$ cat src/rtl/evt_ctr_pkg.sv
package evt_ctr_pkg;

    localparam int DATA_W      = 32;
    localparam int ADDR_W      = 12;
    localparam int BYTE_W      = 8;
    localparam int EV_W        = 5;
    localparam int EV_LSB      = 1;
    localparam int NUM_STRB    = 16;
    localparam int STRB_IDX_W  = $clog2(NUM_STRB);
    localparam int MAX_CTR     = DATA_W / BYTE_W;
    localparam int DATA_STRIDE = 12;

    localparam logic [ADDR_W-1:0] CTL_OFS   = 12'h234;
    localparam logic [ADDR_W-1:0] DATA_BASE = 12'h240;

    typedef enum logic [EV_W-1:0] {
        EV_OFF    = 5'h00,
        EV_CYCLE  = 5'h01,
        EV_WR_TXN = 5'h0B,
        EV_BEAT   = 5'h0D,
        EV_RD_TXN = 5'h0F
    } ev_code_e;

    typedef struct packed {
        logic                  valid;
        logic                  every_cycle;
        logic [STRB_IDX_W-1:0] idx;
    } ev_sel_t;

    function automatic logic [EV_W-1:0] ctl_code(input logic [DATA_W-1:0] ctl, input int n);
        return ctl[n*BYTE_W + EV_LSB +: EV_W];
    endfunction

    function automatic logic [ADDR_W-1:0] dat_ofs(input int n);
        return DATA_BASE + ADDR_W'(n * DATA_STRIDE);
    endfunction

    function automatic ev_sel_t sel_decode(input logic [EV_W-1:0] code);
        ev_sel_t s;
        s.valid       = (code != EV_OFF) && (code < EV_W'(NUM_STRB));
        s.every_cycle = (code == EV_CYCLE);
        s.idx         = code[STRB_IDX_W-1:0];
        return s;
    endfunction

endpackage

$ cat src/rtl/ecb_addr_decode.sv
module ecb_addr_decode
    import evt_ctr_pkg::*;
#(
    parameter int NUM_CTR = 4
) (
    input  logic [ADDR_W-1:0]  addr,
    output logic               ctl_hit,
    output logic [NUM_CTR-1:0] dat_hit
);

    assign ctl_hit = (addr == CTL_OFS);

    for (genvar n = 0; n < NUM_CTR; n++) begin : g_hit
        assign dat_hit[n] = (addr == dat_ofs(n));
    end

endmodule

$ cat src/rtl/ecb_event_select.sv
module ecb_event_select
    import evt_ctr_pkg::*;
(
    input  logic [EV_W-1:0]     code,
    input  logic [NUM_STRB-1:0] ev_strb,
    output logic                inc
);

    ev_sel_t sel;

    always_comb begin
        sel = sel_decode(code);
        inc = sel.valid && (sel.every_cycle || ev_strb[sel.idx]);
    end

endmodule

$ cat src/rtl/ecb_counter.sv
module ecb_counter #(
    parameter int CTR_W = 32
) (
    input  logic             clk,
    input  logic             rst,
    input  logic             load,
    input  logic [CTR_W-1:0] load_val,
    input  logic             inc,
    output logic [CTR_W-1:0] cnt
);

    always_ff @(posedge clk) begin
        if (rst) begin
            cnt <= '0;
        end else if (load) begin
            cnt <= load_val;
        end else if (inc) begin
            cnt <= cnt + CTR_W'(1);
        end
    end

endmodule

$ cat src/rtl/evt_ctr_bank.sv
module evt_ctr_bank
    import evt_ctr_pkg::*;
#(
    parameter int NUM_CTR = 4
) (
    input  logic                clk,
    input  logic                rst,
    input  logic [NUM_STRB-1:0] ev_strb,
    input  logic [ADDR_W-1:0]   bus_addr,
    input  logic                bus_wr,
    input  logic [DATA_W-1:0]   bus_wdata,
    input  logic                bus_rd,
    output logic [DATA_W-1:0]   bus_rdata
);

    logic                             ctl_hit;
    logic [NUM_CTR-1:0]               dat_hit;
    logic [NUM_CTR-1:0]               dat_wr;
    logic [DATA_W-1:0]                ctl_q;
    logic [NUM_CTR-1:0][DATA_W-1:0]   cnt_flat;
    logic [DATA_W-1:0]                rd_mux;

    ecb_addr_decode #(.NUM_CTR(NUM_CTR)) u_dec (
        .addr    (bus_addr),
        .ctl_hit (ctl_hit),
        .dat_hit (dat_hit)
    );

    always_ff @(posedge clk) begin
        if (rst) begin
            ctl_q <= '0;
        end else if (bus_wr && ctl_hit) begin
            ctl_q <= bus_wdata;
        end
    end

    for (genvar n = 0; n < NUM_CTR; n++) begin : g_ctr
        logic inc_n;

        assign dat_wr[n] = bus_wr && dat_hit[n];

        ecb_event_select u_sel (
            .code    (ctl_code(ctl_q, n)),
            .ev_strb (ev_strb),
            .inc     (inc_n)
        );

        ecb_counter #(.CTR_W(DATA_W)) u_cnt (
            .clk      (clk),
            .rst      (rst),
            .load     (dat_wr[n]),
            .load_val (bus_wdata),
            .inc      (inc_n),
            .cnt      (cnt_flat[n])
        );
    end

    always_comb begin
        rd_mux = '0;
        if (ctl_hit) begin
            rd_mux = ctl_q;
        end
        for (int n = 0; n < NUM_CTR; n++) begin
            if (dat_hit[n]) begin
                rd_mux = cnt_flat[n];
            end
        end
    end

    always_ff @(posedge clk) begin
        if (rst) begin
            bus_rdata <= '0;
        end else if (bus_rd) begin
            bus_rdata <= rd_mux;
        end
    end

endmodule

$ cat config.mk
export PLATFORM = sky130hd
export DESIGN_NAME = evt_ctr_bank
export DESIGN_NICKNAME = d
export VERILOG_FILES = /design/src/rtl/evt_ctr_pkg.sv /design/src/rtl/ecb_addr_decode.sv /design/src/rtl/ecb_event_select.sv /design/src/rtl/ecb_counter.sv /design/src/rtl/evt_ctr_bank.sv
export SDC_FILE = /design/constraint.sdc
export NUM_CORES = 1
export LEC_CHECK = 0
export ABC_AREA = 1
export BUFFER_PORTS_ARGS = -buffer_cell sky130_fd_sc_hd__buf_2
export CORE_UTILIZATION = 35
export DETAILED_ROUTE_END_ITERATION = 10
export MAX_ROUTING_LAYER = met4
export SKIP_CTS_REPAIR_TIMING = 1
export SLEW_MARGIN = 20
export SYNTH_ARGS = -nofsm -noshare
export SYNTH_HDL_FRONTEND = slang
export SYNTH_SLANG_ARGS = --single-unit
$ cat constraint.sdc
create_clock -name clk -period 3.42 [get_ports clk]
set_input_delay 0.684 -clock clk [delete_from_list [all_inputs] [get_ports clk]]
set_output_delay 0.684 -clock clk [all_outputs]
set_load 0.03 [all_outputs]
# ---- Yosys cells after proc, flatten, opt, wreduce, memory -nomap -nowiden
# Index checks and enable logic that the tools add are counted.
dict set report classes {
  eq_ne 9
  n_bitwise 0
  n_shift 0
  n_addsub 4
  magnitude_cmp 8
  div_mod_pow 0
  reduce_logical 25
  n_mux 21
  mul 0
}
# cell n
set ops {}
lappend ops {{$mux W32} 13}
lappend ops {{$add A32 B1 Y32 const B} 4}
lappend ops {{$eq A12 B10 Y1 const B} 5}
lappend ops {{$eq A5 B1 Y1 const B} 4}
lappend ops {{$lt A4 B5 Y1 const B} 4}
lappend ops {{$lt A5 B5 Y1 const B} 4}
lappend ops {{$reduce_bool A5 Y1} 4}
lappend ops {{$bmux W1 S4} 4}
lappend ops {{$logic_and A1 B1 Y1} 13}
lappend ops {{$reduce_bool A2 Y1} 4}
lappend ops {{$logic_or A1 B1 Y1} 4}
lappend ops {{$mux W1} 4}
dict set report word_totals {
  n_memories 0
  out_inout_bits 32
  latch_bits 0
  regBits 192
  mem_bits_rw 0
  rom_bits 0
}

# ---- Depth between registers and ports, before layout
# Gate-level depths: netlist of run 1.
dict set report logic_depth {
  word_depth 6
  depth_mapped 14
  mapped_depth_nobuf 12
}

# ---- By module
# Synthesis of run 1 repeated with hierarchy kept, for this count alone.
dict set report unflattened {
  hier_cells 2236
  hier_area_um2 14342.5
}
# module instances cells_each seq_area_each_um2 area_each_um2
set modules_own_cells {}
lappend modules_own_cells {{ecb_counter (g_ctr[0].u_cnt ...)} 3 337 640.6 2199.6}
lappend modules_own_cells {evt_ctr_bank 1 639 1281.2 4504.3}
lappend modules_own_cells {{ecb_counter (g_ctr[1].u_cnt)} 1 340 640.6 2194.6}
lappend modules_own_cells {ecb_event_select 4 52 0.0 221.5}
lappend modules_own_cells {ecb_addr_decode 1 38 0.0 158.9}

# ---- Worst setup path before layout of run 1
# Ideal clock, no wire load.
dict set report synth_path {
  path_kind {input to register}
  start {in bus_addr[11]}
  end {reg g_ctr[2].u_cnt.cnt[15]}
  cell_stages 10
  slack_ps 1471
  n_path_buf 2
  t_arrival_ps 1837
  t_required_ps 3307
  path_cell_list {nor2_1 nand3_2 inv_2 nand3_2 buf_2 buf_2 a21oi_1 nand2_1 nand2_1 nor2_1}
}
dict set report synth_via {
  elab_chain_cells 3
  elab_cells_between_ends 4
  classes_between {1 x eq/ne; 1 x mux; 2 x reduce/logical}
}
# element line_no
set synth_rtl {}
lappend synth_rtl {{start: declaration} evt_ctr_bank.sv:9} ;# input logic [ADDR_W-1:0] bus_addr,
lappend synth_rtl {{$eq A12 B10 Y1 *} ecb_addr_decode.sv:14} ;# assign dat_hit[n] = (addr == dat_ofs(n));
lappend synth_rtl {{$logic_and A1 B1 Y1 *} evt_ctr_bank.sv:40} ;# assign dat_wr[n] = bus_wr && dat_hit[n];
lappend synth_rtl {{$mux W32 or $reduce_bool A2 Y1 (tied branches)} -}
lappend synth_rtl {{end signal: assignment} ecb_counter.sv:16} ;# cnt <= load_val;
lappend synth_rtl {{end signal: assignment} ecb_counter.sv:18} ;# cnt <= cnt + CTR_W'(1);
lappend synth_rtl {{end: declaration} ecb_counter.sv:9} ;# output logic [CTR_W-1:0] cnt
# Every way passes the cells marked *; elsewhere a longest branch is shown, timed or not.
# A chain may end at the register's enable or synchronous reset.

# ---- Worst setup path after layout of run 1
dict set report layout_path {
  start {reg ctl_q[25]}
  end {reg g_ctr[3].u_cnt.cnt[6]}
}
dict set report layout_via {
  elab_chain_cells 5
  elab_cells_between_ends 9
  classes_between {1 x order compare; 1 x eq/ne; 2 x mux; 5 x reduce/logical}
}
# element line_no
set layout_rtl {}
lappend layout_rtl {{start: declaration} evt_ctr_bank.sv:19} ;# logic [DATA_W-1:0] ctl_q;
lappend layout_rtl {{start signal: assignment} evt_ctr_bank.sv:33} ;# ctl_q <= bus_wdata;
lappend layout_rtl {{$bmux W1 S4} ecb_event_select.sv:13} ;# inc = sel.valid && (sel.every_cycle || ev_strb[sel.idx]);
lappend layout_rtl {{$mux W1 (not written as such)} ecb_event_select.sv:13}
lappend layout_rtl {{$logic_or A1 B1 Y1} ecb_event_select.sv:13}
lappend layout_rtl {{$logic_and A1 B1 Y1 *} ecb_event_select.sv:13}
lappend layout_rtl {{$reduce_bool A2 Y1 (no source line) *} -}
lappend layout_rtl {{end signal: assignment} ecb_counter.sv:16}
lappend layout_rtl {{end signal: assignment} ecb_counter.sv:18}
lappend layout_rtl {{end: declaration} ecb_counter.sv:9}
# Every way passes the cells marked *; elsewhere a longest branch is shown, timed or not. The select of a mux whose other input is x is not followed.

==> results of run 1 <==
## power groups by stage
| stage | clock, mW | sequential [mW] | combinational [mW] |
|---|---|---|---|
| final | 2.06 | 2.23 | 0.280 |
| after global routing | 2.16 | 2.24 | 0.292 |
| after CTS | 2.08 | 2.23 | 0.273 |
| after detailed placement | 0 | 2.29 | 0.272 |
| after global placement | 0 | 2.29 | 0.272 |
| after floorplan | 0 | 2.29 | 0.105 |
## worst max-delay path: stages (launching register included)
cell     delay (ns)
dfxtp_1        0.50
inv_2          0.12
nand2_1        0.08
nand3_1        0.06
nand2_1        0.08
nand2_1        0.07
nand3_2        0.23
nand3_2        0.38
nand2_2        0.50
inv_2          0.19
nor2_1         0.14
nor2_1         0.05
## routing by layer
| metal | wire length [µm] | share of wire, % | vias up | track usage (%) |
|---|---|---|---|---|
| met4 | 2630 | 4.3 | 0 | 13.2 |
| met1 | 27600 | 45 | 7736 | 41.3 |
| met3 | 5310 | 8.6 | 86 | 4.09 |
| met2 | 26000 | 42 | 738 | 44.0 |
| met5 | 0 | 0 | - | - |
| li1 | - | - | 8334 | - |
## layout by cell type, fill, tap and decap left out, types with 10 or more instances in the layout
cell,instances
nand2_1,925
nor2_1,467
nand3_1,309
inv_1,217
dfxtp_1,192
a21oi_1,125
buf_2,94
o21ai_0,92
xor2_1,32
nand3b_1,25
buf_4,23
o21ai_1,19
nor3_1,17
clkbuf_16,17
inv_2,16
nand4_1,15
nand3_2,10
## state kept, by name, summed over array words and instances (netlist names)
register,flops
g_ctr.u_cnt.cnt,128
ctl_q,32
bus_rdata,32
## area by class of cell
type                    count  area [µm²]  share of cell area, %
diodes                      5        12.5                 0.0790
well taps                 532         666                   4.20
clock buffers              19         453                   2.86
clock inverters            13         121                  0.767
inverters                 234         880                   5.56
flip-flops and latches    192        3840                   24.3
multi-input cells        2090        9130                   57.7
repair buffers            121         723                   4.57
## through the flow
step	cells	hold slack [ns]	utilization [%]	setup WS, ns	total power, mW
2_1_floorplan	2632	0.429	-	1.47	2.39
3_3_place_gp	3169	0.436	37.3	0.597	2.56
3_5_place_dp	3169	0.441	37.3	0.600	2.56
4_1_cts	3201	0.453	38.7	0.966	4.59
5_1_grt	3205	0.466	38.8	0.695	4.69
6_report	3206	0.456	38.8	0.906	4.57
## path summary, 6_finish.rpt
kind,end,slack [ns]
worst max register to register,g_ctr[3].u_cnt.cnt[6]$_SDFFE_PP0P_,0.91
worst min register to register,ctl_q[22]$_SDFFE_PP0P_,0.46
worst min-delay path,ctl_q[22]$_SDFFE_PP0P_,0.46
worst max-delay path,g_ctr[3].u_cnt.cnt[6]$_SDFFE_PP0P_,0.91
## kinds of logic after synthesis
logic type	share of synthesized area, %
simple gates	51.9
flops	26.6
fa+ha+maj	0.346
buf+inv	10.3
compound gates	8.66
xor+xnor	2.24
==> summary.md, run 1 <==
| Metric | Value |
|---|---|
| Comb pwr share | between 6 and 7% |
| Layout Skew | around 0.015 ns |
| Routed via count | roughly 17,000 |
| Crit end category | flop |
| Sink Count | between 150 and 200 |
| H-tree Lvls | 4 |
| Worst VDD drop | ~0.32 mV |
| Top post-synthesis cells by area | dfxtp_1 (27%), nand2_1 (24%), nor2_1 (12%), nand3_1 (11%), inv_1 (5.7%) |
| Synth area leader | dfxtp_1 |
| Hold path start | ctl_q[22]$_SDFFE_PP0P_ |
| Vert. Die Dim | slightly above 200 µm |
| Gr usage total | between 30% and 40% |
| Final Net Count | 2,724 |
| Fin. max-slew vios | 0 |
| Worst slew pin tran | between 0.9 and 1 ns |
| CP arrival | ~2.9 ns |
| EDFF count, synth | 0 |
| Post-route ant nets | 0 |
| Sequential-to-total area share from yosys stat | a little over a quarter |
| Routed length per placed instance | 19.2 µm |
| CP Max Fanout | 17 |
| Layout Area Growth over Synthesis | 9.49% |
| Vias in the first global route | between 10,000 and 15,000 |
| Initial DRC count | around 1,900 |
| Final worst-path cycle share | between 70 and 80% |
| Skew-Pair Late Insertion Delay | ~0.47 ns |
| Clock share of power | between 40 and 50% |
| Max-cap viol count | 0 |
| Row count | 74 |
| Total CTS buffers | 17 |
| Type of the worst setup path | flop to flop |
| Flop pwr share | about half |
| Setup_tns | 0 ns |
| Final wirelength | 61,500 µm |
| Max clock buf depth | 2 |
| Internal power | ~3.3 mW |
| P_leak | approximately 6.8 nW |
| Core box area | approximately 40,000 µm² |
| HP Class | flop to flop |
| Ys async rst share | 0% |
| Synth Net Count | 2,700 |
| CTS tree | yes |
| YS warnings | 0 |
| Hpwl dp | ~46,000 µm |
| Endpoints failing hold | 0 |
| Die W | between 200 and 250 µm |
| Router iterations before antenna repair | 6 |
| Total gr overflow | 0 |
| #FFs+latches synth | approximately 190 |
| Layout cell share with drive strength beyond 1 | just under 8% |
| Top cells by count, synth | nand2_1 (925), nor2_1 (468), nand3_1 (309), inv_1 (218), dfxtp_1 (192) |
| Critical path data required time | around 3.8 ns |
| Net Switching | between 1 and 1.5 mW |
| RSZ-0062 raised after global routing | no |
| Top-count cell post-synth | nand2_1 |
| Critical path startpoint | ctl_q[25]$_SDFFE_PP0P_ |
| Final Cell Area | 15,800 µm² |
| Number of port buffers | between 90 and 100 |
| Placer Congestion | approximately 1 |
| Die area | roughly 42,000 µm² |
| Vias per cell | 5.27 |
| Final Critical Period | between 2 and 3 ns |
| Critical Path Start Type | flop |
| Root Driver | clkbuf_16 |
| Relative slew slack | between 30% and 40% |
| Mapped Cells | 2,632 |
| Hold Crit Depth | 2 |
| Reg2reg path depth | 11 |
| Synth Flop Type | dfxtp_1 |
| Largest net degree at the start of global routing | 71 |
| Distinct cells, synth | 35 |
| DRC | 0 |
| Power Density | slightly below 300 nW/µm² |
| Synthesized cell area | approximately 14,000 µm² |
| Status | finished clean |
| Switching share of power | 28.1% |
| Starting Density | 35.4% |
| Initial antenna violation count | 5 |
| Final setup vio count | 0 |
| Wire length of the first global-routing pass | slightly above 90,000 µm |
| Area of placed instances | about 15,000 µm² |
| Clock transition at path regs | about 0.09 ns |
| Syn avg cell area | 5.49 µm² |
| # IOs | 96 |
| Max Freq | a little under 0.4 GHz |
| Worst flop-to-flop path startpoint | ctl_q[25]$_SDFFE_PP0P_ |
| Filler cells | roughly 4,600 |
| Yosys top cell area share | between 20% and 30% |
(Power assumes the default switching activity.)
==> run 2: changes to the inputs <==
--- a/config.mk
+++ b/config.mk
@@ -5,7 +5,7 @@
 export SDC_FILE = /design/constraint.sdc
 export NUM_CORES = 1
 export LEC_CHECK = 0
-export ABC_AREA = 1
+export ABC_AREA = 0
 export BUFFER_PORTS_ARGS = -buffer_cell sky130_fd_sc_hd__buf_2
 export CORE_UTILIZATION = 35
 export DETAILED_ROUTE_END_ITERATION = 10
==> constraint.sdc (replaced) <==
create_clock -name clk -period 2.5 [get_ports clk]
set_input_delay 0.5 -clock clk [delete_from_list [all_inputs] [get_ports clk]]
set_output_delay 0.5 -clock clk [all_outputs]
set_load 0.03 [all_outputs]
==> run 2 against run 1 <==
Critical endpoint is now bus_rdata[6]$_SDFFE_PP0P_. Clock-buffer cell count stayed put. Synthesized cell count is 46% lower. Register-to-register slack worse by 0.81 ns. Die area is 21% lower. Global-route usage is 5.0 points lower. Routed wire length is 33% lower. Largest cell class unchanged. Combinational power is 77% higher. Critical path depth is 2 lower. Largest power group unchanged. Clock power is 34% higher.
==> summary.md, run 2 <==
| Metric | Value |
|---|---|
| Status | finished clean |
| Vias per cell | 5.96 (+13%) |
| Crit end category | flop |
| Post-route ant nets | 0 (unchanged) |
| Clock transition at path regs | 0.08 ns (about the same) |
| Initial DRC count | 1,304 (-30%) |
| Max FFs per register | 128 (unchanged) |
| Syn avg cell area | 8.00 µm² (+46%) |
| Synth Flop Type | dfxtp_1 |
| Worst VDD drop | 0.314 mV (-1.6%) |
| Final Critical Period | 2.44 ns |
| CP top delay family | simple AND/OR/NAND/NOR gates |
| Row count | 65 (-12%) |
| Skew-Pair Late Insertion Delay | 0.45 ns (-0.02 ns) |
| Mapped Cells | 1,427 (-46%) |
| Worst setup endpoint | bus_rdata[6]$_SDFFE_PP0P_ |
| Worst flop-to-flop path startpoint | g_ctr[2].u_cnt.cnt[9]$_SDFFE_PP0P_ |
| CP arrival | 2.82 ns (-0.06 ns) |
| RSZ-0062 raised after global routing | yes |
| H-tree Lvls | 4 (unchanged) |
| Pwr Total | 6.37 mW (+39%) |
| Synth Net Count | 1,495 (-45%) |
| CTS tree | yes |
| Top post-synthesis cells by area | dfxtp_1 (34%), nor2_1 (6.5%), a211oi_1 (5.7%), xor2_1 (3.7%), a21oi_1 (3.6%) |
| Most frequent cells in the layout | nor2_1 (197), dfxtp_1 (190), buf_2 (92) |
| Vert. Die Dim | 183 µm (-11%) |
| P_leak | 4.82 nW (-29%) |
| Fin. max-slew vios | 0 (unchanged) |
| Area of the multi-input gates | 7090 µm² (-22%) |
| Chain of cells forming the critical path | buf_2, or4b_4, or4_4, nor4_4, buf_12, buf_4, a221oi_1, a21oi_1, o221a_1 |
| Initial antenna violation count | 1 (-4) |
| Final wirelength | 40,900 µm (-33%) |
| DRC | 0 (unchanged) |
| Final Net Count | 1,599 (-41%) |
| Worst path bufs/invs | 3 (+1) |
| Core box area | 31,800 µm² (-22%) |
| # IOs | 96 (unchanged) |
| Layout Skew | 0.0136 ns (-0.00118 ns) |
| CP Max Fanout | 37 (+20) |
| Sequential cell area | 3850 µm² (about the same) |
| Wire length of the first global-routing pass | 63,300 µm (-31%) |
| Relative slew slack | 62.6% (+29 points) |
| Largest net degree at the start of global routing | 60 (-15%) |
| Most common cell after layout, fill and taps aside | nor2_1 |
| Routed length per placed instance | 20.7 µm (+7.8%) |
| Max Freq | 0.410 GHz |
| Yosys top cell area share | 33.7% (+7.1 points) |
| Root Driver | clkbuf_16 |
| Gr usage total | 25.2% (-5.0 points) |
| Setup_tns | 0 ns (unchanged) |
| Type of the worst setup path | primary input to flop |
| Max-cap viol count | 0 (unchanged) |
| Number of port buffers | 93 (-1.1%) |
| Power Density | 462 nW/µm² (+60%) |
| Total gr overflow | 0 (unchanged) |
| HP Class | primary input to flop |
| EDFF count, synth | 0 (unchanged) |
| Critical path data required time | 2.88 ns (-0.90 ns) |
| Biggest register | g_ctr.u_cnt.cnt |
| Sequential-to-total area share from yosys stat | 33.7% (+7.1 points) |
| Synthesized cell area | 11,400 µm² (-21%) |
| Router iterations before antenna repair | 5 (-1) |
| Hpwl dp | 30,400 µm (-33%) |
| Critical Path Max Stage Delay | 0.53 ns (+0.03 ns) |
| Endpoints failing hold | 0 (unchanged) |
| Vias in the first global route | 10,867 (-28%) |
| Layout Area Growth over Synthesis | 20.6% |
| Slowest-stage cell, CP | or4b_4 |
| Worst slew pin tran | 0.547 ns (-0.453 ns) |
| Total CTS buffers | 17 (unchanged) |
| Filler cells | 3,137 (-32%) |
| Synth area leader | dfxtp_1 |
| Biggest regs | g_ctr.u_cnt.cnt: 128 flops, bus_rdata: 32 flops, ctl_q: 32 flops |
| R2r endpoint | g_ctr[2].u_cnt.cnt[26]$_SDFFE_PP0P_ |
| Slack of the worst reg-to-reg path | 0.10 ns (-0.81 ns) |
| Critical path startpoint | bus_addr[1] |
| Reg2reg path depth | 7 (-4) |
| Sink Count | 192 (unchanged) |
| Hold path start | bus_wdata[0] |
| Top cells by count, synth | nor2_1 (197), dfxtp_1 (192), clkbuf_1 (101), a211oi_1 (86), nand2_1 (86) |
| Placer Congestion | 0.954 (-4.4%) |
| Ys async rst share | 0% (unchanged) |
| Critical Path Start Type | primary input |
| Layout cell share with drive strength beyond 1 | 17.3% (+9.4 points) |
| Final setup vio count | 0 (unchanged) |
| #FFs+latches synth | 192 (unchanged) |
| YS warnings | 0 (unchanged) |
| Die W | 183 µm (-11%) |
| Final worst-path cycle share | 97.5% |
| Starting Density | 35.9% (+0.48 points) |
| Worst path depth | 9 (-2) |
| Max clock buf depth | 2 (unchanged) |
| Die area | 33,300 µm² (-21%) |
| Distinct cells, synth | 64 (+83%) |
| Routed via count | 11,785 (-30%) |
| Top-count cell post-synth | nor2_1 |
-- run 2: report_power, final --
part           internal, mW  switching (mW)  leakage, nW
Sequential             3.08          0.0190         1.55
Combinational         0.163           0.333         2.99
Clock                  1.43            1.34        0.275
Total                  4.67            1.70         4.82
-- run 2: worst min path at each step --
stage / to / depth (start not counted)
3_3_place_gp: ctl_q[0]$_SDFFE_PP0P_ / 2
4_1_cts: ctl_q[0]$_SDFFE_PP0P_ / 3
6_report: ctl_q[0]$_SDFFE_PP0P_ / 3
2_1_floorplan: ctl_q[0]$_SDFFE_PP0P_ / 2
5_1_grt: ctl_q[0]$_SDFFE_PP0P_ / 3
3_5_place_dp: ctl_q[31]$_SDFFE_PP0P_ / 2
-- run 2: through the flow --
stage	setup WS [ns]	utilization, %	cells	instance area [µm²]	hold slack, ns
2_1_floorplan	-0.0118	-	1427	11400	0.436
3_3_place_gp	-0.329	41.4	1947	13200	0.442
3_5_place_dp	-0.347	41.4	1947	13200	0.447
4_1_cts	0.0387	43.2	1978	13700	0.313
5_1_grt	-0.00183	43.3	1979	13800	0.344
6_report	0.0626	43.3	1979	13800	0.329
-- run 2: tightest hold or removal path, delay by kind of cell --
| kind | cells | cell delay (ns) |
|---|---|---|
| buffers and inverters | 1 | 0.11 |
| and+or+nand+nor | 1 | 0.06 |
| AOI/OAI and AO/OA | 1 | 0.06 |
-- run 2: cell families (layout without fill, tap and decap cells) --
family                   after synthesis  after routing  synth area share (%)
AND/OR/NAND/NOR                      517            517                  22.3
AO/OA/AOI/OAI                        462            462                  29.3
flip-flops                           192            192                  33.7
buffers and inverters                138            254                  4.89
XOR/XNOR                              89             89                  6.83
multiplexers                          25             25                  2.57
adder cells (fa/ha/maj)                4              4                 0.439
other                                  0              1                     0
-- run 2: metal layers --
| layer | vias up | track usage, % | routed length (µm) |
|---|---|---|---|
| li1 | 5592 | - | - |
| met1 | 5667 | 34.2 | 18300 |
| met2 | 468 | 38.9 | 19000 |
| met3 | 58 | 3.61 | 2820 |
| met4 | 0 | 6.72 | 744 |
| met5 | - | - | 0 |
-- run 2: layout make-up --
type,instances,area share (%)
Inverter,16,0.436
Multi-Input combinational cell,1097,51.5
Tap cell,435,3.95
Clock buffer,19,3.22
Sequential cell,192,27.9
Clock inverter,12,0.909
Antenna cell,1,0.0182
Timing Repair Buffer,207,12.0
